$ cat src/rtl/uart_tx_pkg.sv
package uart_tx_pkg;
  localparam int TX_DATA_W = 8;
  localparam logic [TX_DATA_W-1:0] TX_BUF_RST = '1;

  typedef enum logic [2:0] {
    TX_IDLE,
    TX_ARM,
    TX_START,
    TX_DATA,
    TX_STOP
  } tx_state_e;
endpackage

$ cat src/rtl/uart_tx_hostbuf.sv
module uart_tx_hostbuf #(
  parameter int DATA_W = 8,
  parameter logic [DATA_W-1:0] RST_VAL = '1
) (
  input  logic              clk,
  input  logic              rst_n,
  input  logic              run,
  input  logic              busy,
  input  logic              wr_stb,
  input  logic [DATA_W-1:0] wr_data,
  output logic              load,
  output logic [DATA_W-1:0] buf_q,
  output logic              wr_err
);
  // a strobe is taken only when enabled and idle
  assign load = wr_stb && run && !busy;

  always_ff @(posedge clk or negedge rst_n) begin
    if (!rst_n) begin
      buf_q  <= RST_VAL;
      wr_err <= 1'b0;
    end else begin
      if (load) buf_q <= wr_data;
      wr_err <= wr_stb && run && busy;
    end
  end
endmodule

$ cat src/rtl/uart_tx_bitseq.sv
module uart_tx_bitseq
  import uart_tx_pkg::*;
#(
  parameter int DATA_W = 8
) (
  input  logic              clk,
  input  logic              rst_n,
  input  logic              run,
  input  logic              len7,
  input  logic              bit_tick,
  input  logic              load,
  input  logic [DATA_W-1:0] load_data,
  output logic              txd,
  output logic              busy,
  output logic              done
);
  localparam int CNT_W = (DATA_W > 1) ? $clog2(DATA_W) : 1;
  localparam logic [CNT_W-1:0] LAST_FULL  = CNT_W'(DATA_W - 1);
  localparam logic [CNT_W-1:0] LAST_SHORT = CNT_W'(DATA_W - 2);

  tx_state_e         state;
  logic [DATA_W-1:0] shreg;
  logic [CNT_W-1:0]  cnt;
  logic [CNT_W-1:0]  last_idx;
  logic              line;

  assign last_idx = len7 ? LAST_SHORT : LAST_FULL;
  assign busy     = (state != TX_IDLE);

  always_comb begin
    unique case (state)
      TX_START: line = 1'b0;
      TX_DATA:  line = shreg[0];
      default:  line = 1'b1;
    endcase
  end

  // the line is forced to the idle level whenever the block is disabled
  assign txd = run ? line : 1'b1;

  always_ff @(posedge clk or negedge rst_n) begin
    if (!rst_n) begin
      state <= TX_IDLE;
      shreg <= '0;
      cnt   <= '0;
      done  <= 1'b0;
    end else begin
      done <= 1'b0;
      if (!run) begin
        state <= TX_IDLE;
        cnt   <= '0;
      end else begin
        unique case (state)
          TX_IDLE: if (load) begin
            state <= TX_ARM;
            shreg <= load_data;
            cnt   <= '0;
          end
          TX_ARM:   if (bit_tick) state <= TX_START;
          TX_START: if (bit_tick) state <= TX_DATA;
          TX_DATA:  if (bit_tick) begin
            shreg <= {1'b0, shreg[DATA_W-1:1]};
            if (cnt == last_idx) begin
              state <= TX_STOP;
              cnt   <= '0;
            end else begin
              cnt <= cnt + 1'b1;
            end
          end
          TX_STOP: if (bit_tick) begin
            state <= TX_IDLE;
            done  <= 1'b1;
          end
          default: state <= TX_IDLE;
        endcase
      end
    end
  end
endmodule

$ cat src/rtl/uart_tx_buf.sv
module uart_tx_buf
  import uart_tx_pkg::*;
(
  input  logic                 clk,
  input  logic                 rst_n,
  input  logic                 mod_en,
  input  logic                 tx_en,
  input  logic                 len7,
  input  logic                 bit_tick,
  input  logic                 wr_stb,
  input  logic [TX_DATA_W-1:0] wr_data,
  output logic                 txd,
  output logic                 busy,
  output logic                 tx_irq,
  output logic                 wr_err,
  output logic [TX_DATA_W-1:0] buf_q
);
  logic run;
  logic load;

  assign run = mod_en && tx_en;

  uart_tx_hostbuf #(.DATA_W(TX_DATA_W), .RST_VAL(TX_BUF_RST)) u_hostbuf (
    .clk     (clk),
    .rst_n   (rst_n),
    .run     (run),
    .busy    (busy),
    .wr_stb  (wr_stb),
    .wr_data (wr_data),
    .load    (load),
    .buf_q   (buf_q),
    .wr_err  (wr_err)
  );

  uart_tx_bitseq #(.DATA_W(TX_DATA_W)) u_bitseq (
    .clk       (clk),
    .rst_n     (rst_n),
    .run       (run),
    .len7      (len7),
    .bit_tick  (bit_tick),
    .load      (load),
    .load_data (wr_data),
    .txd       (txd),
    .busy      (busy),
    .done      (tx_irq)
  );
endmodule

$ cat config.mk
export PLATFORM = sky130hd
export DESIGN_NAME = uart_tx_buf
export DESIGN_NICKNAME = d
export VERILOG_FILES = /design/src/rtl/uart_tx_pkg.sv /design/src/rtl/uart_tx_hostbuf.sv /design/src/rtl/uart_tx_bitseq.sv /design/src/rtl/uart_tx_buf.sv
export SDC_FILE = /design/constraint.sdc
export NUM_CORES = 1
export LEC_CHECK = 0
export BUFFER_PORTS_ARGS = -buffer_cell sky130_fd_sc_hd__clkbuf_2
export CORE_MARGIN = 2
export CORE_UTILIZATION = 56
export CTS_CLUSTER_SIZE = 14
export DETAILED_ROUTE_END_ITERATION = 10
export GPL_ROUTABILITY_DRIVEN = 0
export HOLD_SLACK_MARGIN = 0.06
export PLACE_DENSITY = 0.84
export SLEW_MARGIN = 20
export SYNTH_ARGS = -nofsm -noshare
export SYNTH_HDL_FRONTEND = slang
export SYNTH_SLANG_ARGS = --single-unit
$ cat constraint.sdc
create_clock -name clk -period 4 [get_ports clk]
set_input_delay 0.6 -clock clk [delete_from_list [all_inputs] [get_ports clk]]
set_output_delay 0.6 -clock clk [all_outputs]
set_load 0.02 [all_outputs]
==> results.json <==
{
  "startpoint_type": "flip-flop",
  "worstPathMaxFanout": 9,
  "layout.cells.most_common": "clkbuf_2",
  "outcome": "complete, no violations",
  "ys_seq_area_share_pct": 52.0,
  "numCtsBuffers": 3,
  "min_period_ps": 2020,
  "cp.buffers_inverters": 1,
  "mappedNetlistArea_sq_um": 1170,
  "regArea_sq_um": 611,
  "hp-class": "in2async",
  "max_cap_viol_count": 0,
  "io_buffers": 26,
  "clk_latency_ps": 310,
  "std_cell_rows": 16,
  "ys_seq_elements": 24,
  "hold_viol": 0,
  "cts.sinks": 24,
  "finalSetupTns_ps": 0,
  "clk_path_buf_depth": 2,
  "syn_inst": 100,
  "rsz0062_at_grt": "no",
  "drc": 0,
  "place_area_sq_um": 1300,
  "firstDrtPassIters": 4,
  "root_buffer": "clkbuf_4",
  "cts_tree": "yes",
  "post_cts_buffers": 0,
  "cts_hold_buffers": 0,
  "routedWlPerCell_um": 14.1,
  "r2r_cells": 4,
  "grt_pass1_wl_mm": 3.66,
  "regToRegEndpoint": "u_bitseq.cnt[0]$_DFFE_PN0P_",
  "cp_data_required_time_ps": 3400,
  "critPathKind": "reg2out",
  "setup_violations": 0,
  "multi_input_area_sq_um": 510,
  "initial_core_util_pct": 59.8,
  "cts-resized-gates": 0,
  "critPathCaptureType": "output port",
  "synth_top_area_share_pct": 34.1,
  "fillerInstances": 156,
  "skew_ps": 6.81,
  "num_vias": 847,
  "layout.cells.non_filler": 152,
  "antenna_cells": 0,
  "utilization_pct": 68.1,
  "synthesis.nets": 116,
  "dpl.cell_count": 148,
  "max_stage_delay_ps": 500,
  "post-synth-top-area-cell": "dfrtp_1",
  "crit_path_top_delay_cell": "dfrtp_1",
  "first_global_vias": 841,
  "die_h_um": 49.8,
  "fin_crit_sh_pct": 50.5,
  "p_per_area_nw_per_um2": 408,
  "relSlewSlack_pct": 57.9,
  "dieArea_sq_um": 2480,
  "p_leak_nw": 0.647,
  "postRouteWirelength_mm": 2.15,
  "path_cells": "or3_4 > clkbuf_2",
  "ant_nets": 0,
  "yosys_warnings": 0,
  "layout_common_cells": "26 x clkbuf_2, 16 x dfrtp_1, 10 x nor2_1",
  "cts.clk_slew.worst_paths_ps": 130,
  "r2r_setup_slack_ps": 2210,
  "die_w_um": 49.8,
  "dp_hpwl_mm": 1.60,
  "drt-initial-drc-count": 18,
  "fin_area_sq_um": 1340,
  "antenna_found_initial": 0,
  "htreeDepth": 1,
  "drive_above_1_share_pct": 43.2,
  "ir_drop_mv": 0.229,
  "grt_max_degree": 25,
  "grt.total_usage_pct": 19.4,
  "pin_count": 27,
  "via_per_inst": 5.57,
  "synthDistinctLibCells": 36,
  "fmax_mhz": 495,
  "r2r_start": "u_bitseq.state[2]$_DFFE_PN0P_",
  "fin_nets": 142,
  "avgSynthCellArea_sq_um": 11.7,
  "grt_overflow": 0,
  "slew_violations": 0,
  "cp_top_family": "flip-flops",
  "crit_arrival_ps": 1420,
  "syn_to_final_growth_pct": 13.9,
  "synth.area.top_cells": "dfrtp_1 34%, dfstp_2 18%, mux2_2 7.7%",
  "core_area_sq_um": 1960,
  "tightest_slew_ps": 630
}
synthesized netlist by cell type:
| library cell | number |
|---|---|
| dfrtp_1 | 16 |
| nor2_1 | 10 |
| a21oi_1 | 9 |
| dfstp_2 | 8 |
| mux2_2 | 8 |
| mux2i_1 | 6 |
| inv_1 | 4 |
| nand2_1 | 4 |
| buf_2 | 3 |
| a21oi_2 | 2 |
| and3_1 | 2 |
| buf_6 | 2 |
| nand3_1 | 2 |
| nor3_1 | 2 |
| a2111oi_4 | 1 |
| a22o_1 | 1 |
| a31o_2 | 1 |
| a41o_1 | 1 |
| and2_1 | 1 |
| and3b_1 | 1 |
| ha_1 | 1 |
| nand2b_1 | 1 |
| nand3_2 | 1 |
| nand3b_1 | 1 |
| nand4_1 | 1 |
| nand4b_1 | 1 |
| nor2b_1 | 1 |
| nor3b_1 | 1 |
| nor4_1 | 1 |
| o21ai_0 | 1 |
| o221a_2 | 1 |
| o22ai_1 | 1 |
| o22ai_4 | 1 |
| o32ai_1 | 1 |
| or3_4 | 1 |
| xor2_1 | 1 |
logic make-up after synthesis:
logic type,after synthesis,share of synthesized area (%)
AO/OA/AOI/OAI,20,14.4
XOR/XNOR,1,0.746
adder cells (fa/ha/maj),1,1.07
flip-flops,24,52.0
multiplexers,14,12.8
AND/OR/NAND/NOR,31,14.5
buffers and inverters,9,4.48
flip-flops by register name (all words and copies together) (netlist names):
signal            count
u_hostbuf.wr_err      1
u_bitseq.done         1
u_bitseq.shreg        8
u_bitseq.cnt          3
u_hostbuf.buf_q       8
u_bitseq.state        3
per-layer routing:
| layer | share of wire [%] | GRT usage, % | wire, um | vias to the layer above |
|---|---|---|---|---|
| met1 | 44 | 24.5 | 954 | 404 |
| met5 | 0 | 0 | 0 | - |
| li1 | - | - | - | 411 |
| met4 | 1.3 | 8.33 | 27 | 0 |
| met2 | 50 | 32.7 | 1060 | 28 |
| met3 | 4.7 | 3.33 | 100 | 4 |
how the worst max path moves through the flow:
| stage | endpoint | cells after the start | start |
|---|---|---|---|
| after floorplan | txd | 2 | tx_en |
| after global placement | u_bitseq.cnt[0]$_DFFE_PN0P_ | 5 | tx_en |
| after detailed placement | u_bitseq.cnt[0]$_DFFE_PN0P_ | 5 | tx_en |
| after CTS | busy | 2 | u_bitseq.state[0]$_DFFE_PN0P_ |
| after global routing | busy | 2 | u_bitseq.state[0]$_DFFE_PN0P_ |
| final | busy | 2 | u_bitseq.state[0]$_DFFE_PN0P_ |
where the power goes:
part	switching (mW)	internal [mW]	total (mW)	leakage, nW
combinational	0.0651	0.0453	0.110	0.341
sequential	0.0189	0.290	0.309	0.285
clock	0.0707	0.0556	0.126	0.0210
total	0.155	0.391	0.545	0.647
layout make-up:
type                            count  share of cell area, %
Multi-Input combinational cell     67                   38.2
Timing Repair Buffer               26                   9.74
Sequential cell                    24                   45.7
Tap cell                           27                   2.53
Clock buffer                        4                   2.72
Inverter                            4                   1.12
stage by stage:
stage	hold WS, ps	total power [mW]	setup WS, ps
after floorplan	304	0.384	2430
after global placement	466	0.418	2080
after detailed placement	475	0.424	2030
after CTS	271	0.550	1980
after global routing	277	0.576	1930
final	251	0.545	1980
Power figures use the tool's default switching activity.
